===== src/rtl/mac_stat_counters.sv =====
module mac_stat_counters #(
  parameter int CNT_W = 32
) (
  input  logic                 clk,
  input  logic                 rst_n,
  input  logic                 ev_rx_ucast_ok,
  input  logic                 ev_rx_align_err,
  input  logic                 ev_rx_crc_err,
  input  logic                 ev_tx_ok,
  input  logic                 ev_tx_one_coll,
  input  logic                 ev_tx_multi_coll,
  input  logic                 rd_en,
  input  logic [2:0]           rd_sel,
  input  logic [3:0]           rd_lanes,
  input  logic                 mask_we,
  input  logic                 mask_sel,
  input  logic [31:0]          mask_wdata,
  output logic [6*CNT_W-1:0]   cnt_flat,
  output logic [31:0]          rx_status,
  output logic [31:0]          tx_status,
  output logic                 rx_irq,
  output logic                 tx_irq
);
  localparam int NCNT = 6;
  localparam int MSB  = CNT_W - 1;

  logic [NCNT-1:0]  ev;
  logic [NCNT-1:0]  flag;
  logic [NCNT-1:0]  msb_rise;
  logic [NCNT-1:0]  rd_clr;
  logic [CNT_W-1:0] cnt [NCNT];
  logic [31:0]      rx_msk_q, tx_msk_q;

  assign ev = {ev_tx_multi_coll, ev_tx_one_coll, ev_tx_ok,
               ev_rx_crc_err, ev_rx_align_err, ev_rx_ucast_ok};

  for (genvar i = 0; i < NCNT; i++) begin : g_ctl
    logic [CNT_W-1:0] nxt;
    assign nxt         = cnt[i] + CNT_W'(ev[i]);
    assign msb_rise[i] = !cnt[i][MSB] && nxt[MSB];
    assign rd_clr[i]   = rd_en && (rd_sel == 3'(i)) && rd_lanes[0];
    assign cnt_flat[i*CNT_W +: CNT_W] = cnt[i];
  end

  always_ff @(posedge clk or negedge rst_n) begin
    if (!rst_n) begin
      for (int i = 0; i < NCNT; i++) cnt[i] <= '0;
      flag <= '0;
    end else begin
      for (int i = 0; i < NCNT; i++) cnt[i] <= cnt[i] + CNT_W'(ev[i]);
      flag <= msb_rise | (flag & ~rd_clr);
    end
  end

  always_ff @(posedge clk or negedge rst_n) begin
    if (!rst_n) begin
      rx_msk_q <= '0;
      tx_msk_q <= '0;
    end else if (mask_we) begin
      if (mask_sel) tx_msk_q <= mask_wdata;
      else          rx_msk_q <= mask_wdata;
    end
  end

  always_comb begin
    rx_status     = '0;
    rx_status[17] = flag[0];
    rx_status[6]  = flag[1];
    rx_status[5]  = flag[2];
    tx_status     = '0;
    tx_status[21] = flag[3];
    tx_status[14] = flag[4];
    tx_status[15] = flag[5];
  end

  always_ff @(posedge clk or negedge rst_n) begin
    if (!rst_n) begin
      rx_irq <= 1'b0;
      tx_irq <= 1'b0;
    end else begin
      rx_irq <= |(rx_status & ~rx_msk_q);
      tx_irq <= |(tx_status & ~tx_msk_q);
    end
  end

  for (genvar i = 0; i < NCNT; i++) begin : g_chk
    assert_count_step_R1: assert property (@(posedge clk) disable iff (!rst_n)
      $past(rst_n) |-> cnt[i] == $past(cnt[i]) + CNT_W'($past(ev[i])));
    assert_rise_on_msb_R2: assert property (@(posedge clk) disable iff (!rst_n)
      $rose(flag[i]) |-> (cnt[i][MSB] && !$past(cnt[i][MSB])));
    assert_fall_on_read_R3: assert property (@(posedge clk) disable iff (!rst_n)
      $fell(flag[i]) |-> $past(rd_en && rd_sel == 3'(i) && rd_lanes[0]));
  end

  assert_rx_irq_R9: assert property (@(posedge clk) disable iff (!rst_n)
    $past(rst_n) |-> rx_irq == $past(|(rx_status & ~rx_msk_q)));
  assert_tx_irq_R9: assert property (@(posedge clk) disable iff (!rst_n)
    $past(rst_n) |-> tx_irq == $past(|(tx_status & ~tx_msk_q)));
endmodule


===== config.mk =====
export PLATFORM = sky130hd
export DESIGN_NAME = mac_stat_counters
export DESIGN_NICKNAME = d
export VERILOG_FILES = /design/src/rtl/mac_stat_counters.sv
export SDC_FILE = /design/constraint.sdc
export NUM_CORES = 1
export LEC_CHECK = 0
export BUFFER_PORTS_ARGS = -buffer_cell sky130_fd_sc_hd__buf_4
export CELL_PAD_IN_SITES_DETAIL_PLACEMENT = 1
export CELL_PAD_IN_SITES_GLOBAL_PLACEMENT = 1
export CORE_ASPECT_RATIO = 0.9
export CORE_UTILIZATION = 42
export DETAILED_ROUTE_END_ITERATION = 7
export PLACE_DENSITY = 0.95
export SYNTH_ARGS = -nofsm -noshare
export SYNTH_HDL_FRONTEND = slang
export SYNTH_SLANG_ARGS = --single-unit

===== constraint.sdc =====
create_clock -name clk -period 5.85 [get_ports clk]
set_clock_uncertainty 0.15 [all_clocks]
set_input_delay 0.2925 -clock clk [delete_from_list [all_inputs] [get_ports clk]]
set_output_delay 0.2925 -clock clk [all_outputs]
set_load 0.005 [all_outputs]

==> run_results.csv <==
group,metric,value,unit
critical_path,path_class,"reg -> reg",
power_and_ir_drop,p_total,0.003795,W
critical_path,cp_slowest_stage_delay,0.74,ns
timing,hold_violations,0,
synth,synth_area_leaders,"dfrtp_1 (54%), xnor2_1 (11%), xor2_1 (5.3%)",
routing,drc,0,
routing,wirelength,26560,µm
synth,ys_warn_count,0,
power_and_ir_drop,ir_drop,0.3145,mV
place,placedCellCount,1352,
synth,synth_area_per_cell,11.37,µm²
floorplan,ios,308,
timing,min_period,2.446,ns
synth,synthCells,843,
synth,synth_top_area_cell,"dfrtp_1",
clocking,path_clk_slew,0.06,ns
clocking,cts_root_buf,"clkbuf_16",
cells_and_area,fin_nets,1166,
critical_path,path_delay_family,"simple AND/OR/NAND/NOR gates",
floorplan,chipWidth,161.2,µm
floorplan,initial_core_util,0.4270,
clocking,insertion_delay,0.52,ns
timing,grt_setup_unrepaired,"no",
critical_path,worstPathRequired,6.14,ns
synth,synth_seq_cells,206,
critical_path,worstPathMaxFanout,16,
routing,vias_per_cell,5.164,
global_routing,antenna_found_initial,2,
power_and_ir_drop,p_leak,6.190,nW
global_routing,grt.overflow.total,0,
timing,final_max_slew_viol_count,0,
clocking,post-cts-setup-buffers,0,
synth,synth-seq-area-share,0.5378,
global_routing,grt_pass1_wl,42810,µm
job,cap_violations,0,
timing,fmaxAchievable,408.9,MHz
place,gp_congestion,0.8127,
clocking,cts_sinks,206,
global_routing,grt_usage,0.2272,
global_routing,first_global_vias,7738,
critical_path,start_kind,"flop",
hold_path,hp-class,"in -> reg",
routing,post_drt_wl_per_cell,18.80,µm
routing,drt_pre_antenna_iters,4,
floorplan,die_area,23430,µm²
cells_and_area,fill_cells,2418,
outcome,run_status,"complete, no violations",
clocking,h-tree-depth,1,
clocking,cts_buffer_depth,3,
timing,maxSlewHeadroom,0.4125,
critical_path,crit_buf_inv,1,
clocking,cts_tree,"built",
cells_and_area,drive_gt1_frac,0.2603,
cells_and_area,instances_no_fill,1413,
place,dp_hpwl,18710,µm
critical_path,endpoint_kind,"flop",
floorplan,coreArea,22450,µm²
critical_path,cp_slowest_cell,"nand4bb_1",
timing,worstMarginPinSlew,0.8812,ns
routing,antenna_left,0,
floorplan,fp.dieH,145.3,µm
cells_and_area,final_cell_mix,"buf_4 (222), dfrtp_1 (206), xnor2_1 (117), nand2_1 (65), nand3_1 (65)",
floorplan,floorplan.rows,52,
synth,synth_cell_types,36,
timing,setup_tns,0,ns
critical_path,critical_path_arrival,2.74,ns
clocking,cts_buffers,24,
cells_and_area,fin_area,12330,µm²
routing,drt_iter0_markers,385,
cells_and_area,fin_util,0.5491,
synth,synth_top_cell_area_share,0.5378,
cells_and_area,final_common_cell,"buf_4",
power_and_ir_drop,p_per_area,307.9,nW/µm²
timing,fin_crit_sh,0.4180,
timing,setup_viol,0,
place,dpl_cell_area,11360,µm²
cells_and_area,synthToLayoutAreaGrowth,28.59,%
place,io_buffers,220,
synth,syn_area,9585,µm²
routing,vias,7297,
critical_path,path_cells,"nand4_1 -> nand4bb_1 -> nor4_1 -> ha_1 -> inv_1",
global_routing,grt_max_degree,74,
kinds of logic after synthesis:
kind of cell             count (synthesis)  share of synthesized area
multiplexers                             6                   0.007048
buffers and inverters                   95                    0.06135
other                                    1                  0.0003912
adder cells (fa/ha/maj)                 18                    0.02350
AND/OR/NAND/NOR                        334                     0.2038
flip-flops                             206                     0.5378
AO/OA/AOI/OAI                            8                   0.006266
XOR/XNOR                               175                     0.1599
where the power goes:
group | leakage, nW | total [W] | switching, W | internal, W
Sequential | 2.73 | 0.00179 | 0.000215 | 0.00158
Clock | 0.398 | 0.00145 | 0.000587 | 0.000866
Combinational | 3.06 | 0.000550 | 0.000249 | 0.000301
Total | 6.19 | 0.00379 | 0.00105 | 0.00274
registers in the layout, indices dropped and copies added (netlist names):
| name | count |
|---|---|
| cnt_flat | 192 |
| tx_msk_q | 3 |
| rx_irq | 1 |
| tx_irq | 1 |
| flag | 6 |
| rx_msk_q | 3 |
per-stage QoR:
step | hold WS (ns) | setup WS, ns
after global routing | 0.05700 | 3.272
after floorplan | -0.1531 | 3.919
after detailed placement | 0.2015 | 3.446
after CTS | 0.02599 | 3.406
final | 0.04800 | 3.404
after global placement | 0.1870 | 3.522
final timing paths:
check	slack (ns)	start	cells past startpoint	to
worst min register to register	0.34	cnt_flat[76]	1	cnt_flat[76]
min in group asynchronous	0.22	rst_n	2	cnt_flat[167]
worst max-delay path	3.40	cnt_flat[69]	5	cnt_flat[95]
worst max register to register	3.40	cnt_flat[69]	5	cnt_flat[95]
worst min-delay path	0.05	mask_we	3	tx_msk_q[15]
max in group asynchronous	4.02	rst_n	3	cnt_flat[51]
metal layers:
layer / track usage / routed length, µm / up-vias
met2: 0.4140 / 14130 / 215
met1: 0.2723 / 10520 / 3727
li1: - / - / 3308
met3: 0.03974 / 1229 / 47
met5: 0 / 0 / -
met4: 0.06651 / 688 / 0
synth_stat cells:
| library cell | n |
|---|---|
| dfrtp_1 | 206 |
| buf_6 | 1 |
| nor4_4 | 6 |
| xnor2_1 | 117 |
| nor4_1 | 14 |
| nand4bb_1 | 1 |
| nand4_2 | 3 |
| buf_2 | 5 |
| ha_1 | 18 |
| and4_1 | 17 |
| a21o_1 | 5 |
| clkbuf_1 | 4 |
| mux2_2 | 6 |
| buf_4 | 58 |
| conb_1 | 1 |
| or2_2 | 2 |
| nand3_2 | 2 |
| nand2_1 | 65 |
| nand2b_1 | 3 |
| o221ai_1 | 2 |
| nor2_1 | 27 |
| or4_4 | 1 |
| nand4b_1 | 1 |
| nor3_1 | 26 |
| nor2b_1 | 1 |
| nand4_1 | 55 |
| nor3_2 | 1 |
| nor4_2 | 5 |
| and3_1 | 28 |
| and2_1 | 9 |
| nor3b_1 | 1 |
| or2_0 | 1 |
| nand3_1 | 65 |
| xor2_1 | 58 |
| inv_1 | 27 |
| a21oi_1 | 1 |
area by class of cell:
cell class,count,area (µm²),share of cell area
flip-flops and latches,206,5155,0.4182
multi-input cells,599,4056,0.3291
repair buffers,240,1851,0.1501
clock buffers,34,728.2,0.05908
well taps,297,371.6,0.03015
inverters,27,101.3,0.008222
clock inverters,8,57.56,0.004670
diodes,2,5.005,0.0004060
repair_timing:
action | in CTS | in global routing
gates resized for setup | 0 | 0
hold buffers | 17 | 0
hold endpoints to repair | 87 | 0
worst min-delay path: stages:
cell and delay [ns]:
buf_4 0.11, nand2_1 0.12, mux2_2 0.16
Power figures use the tool's default switching activity.
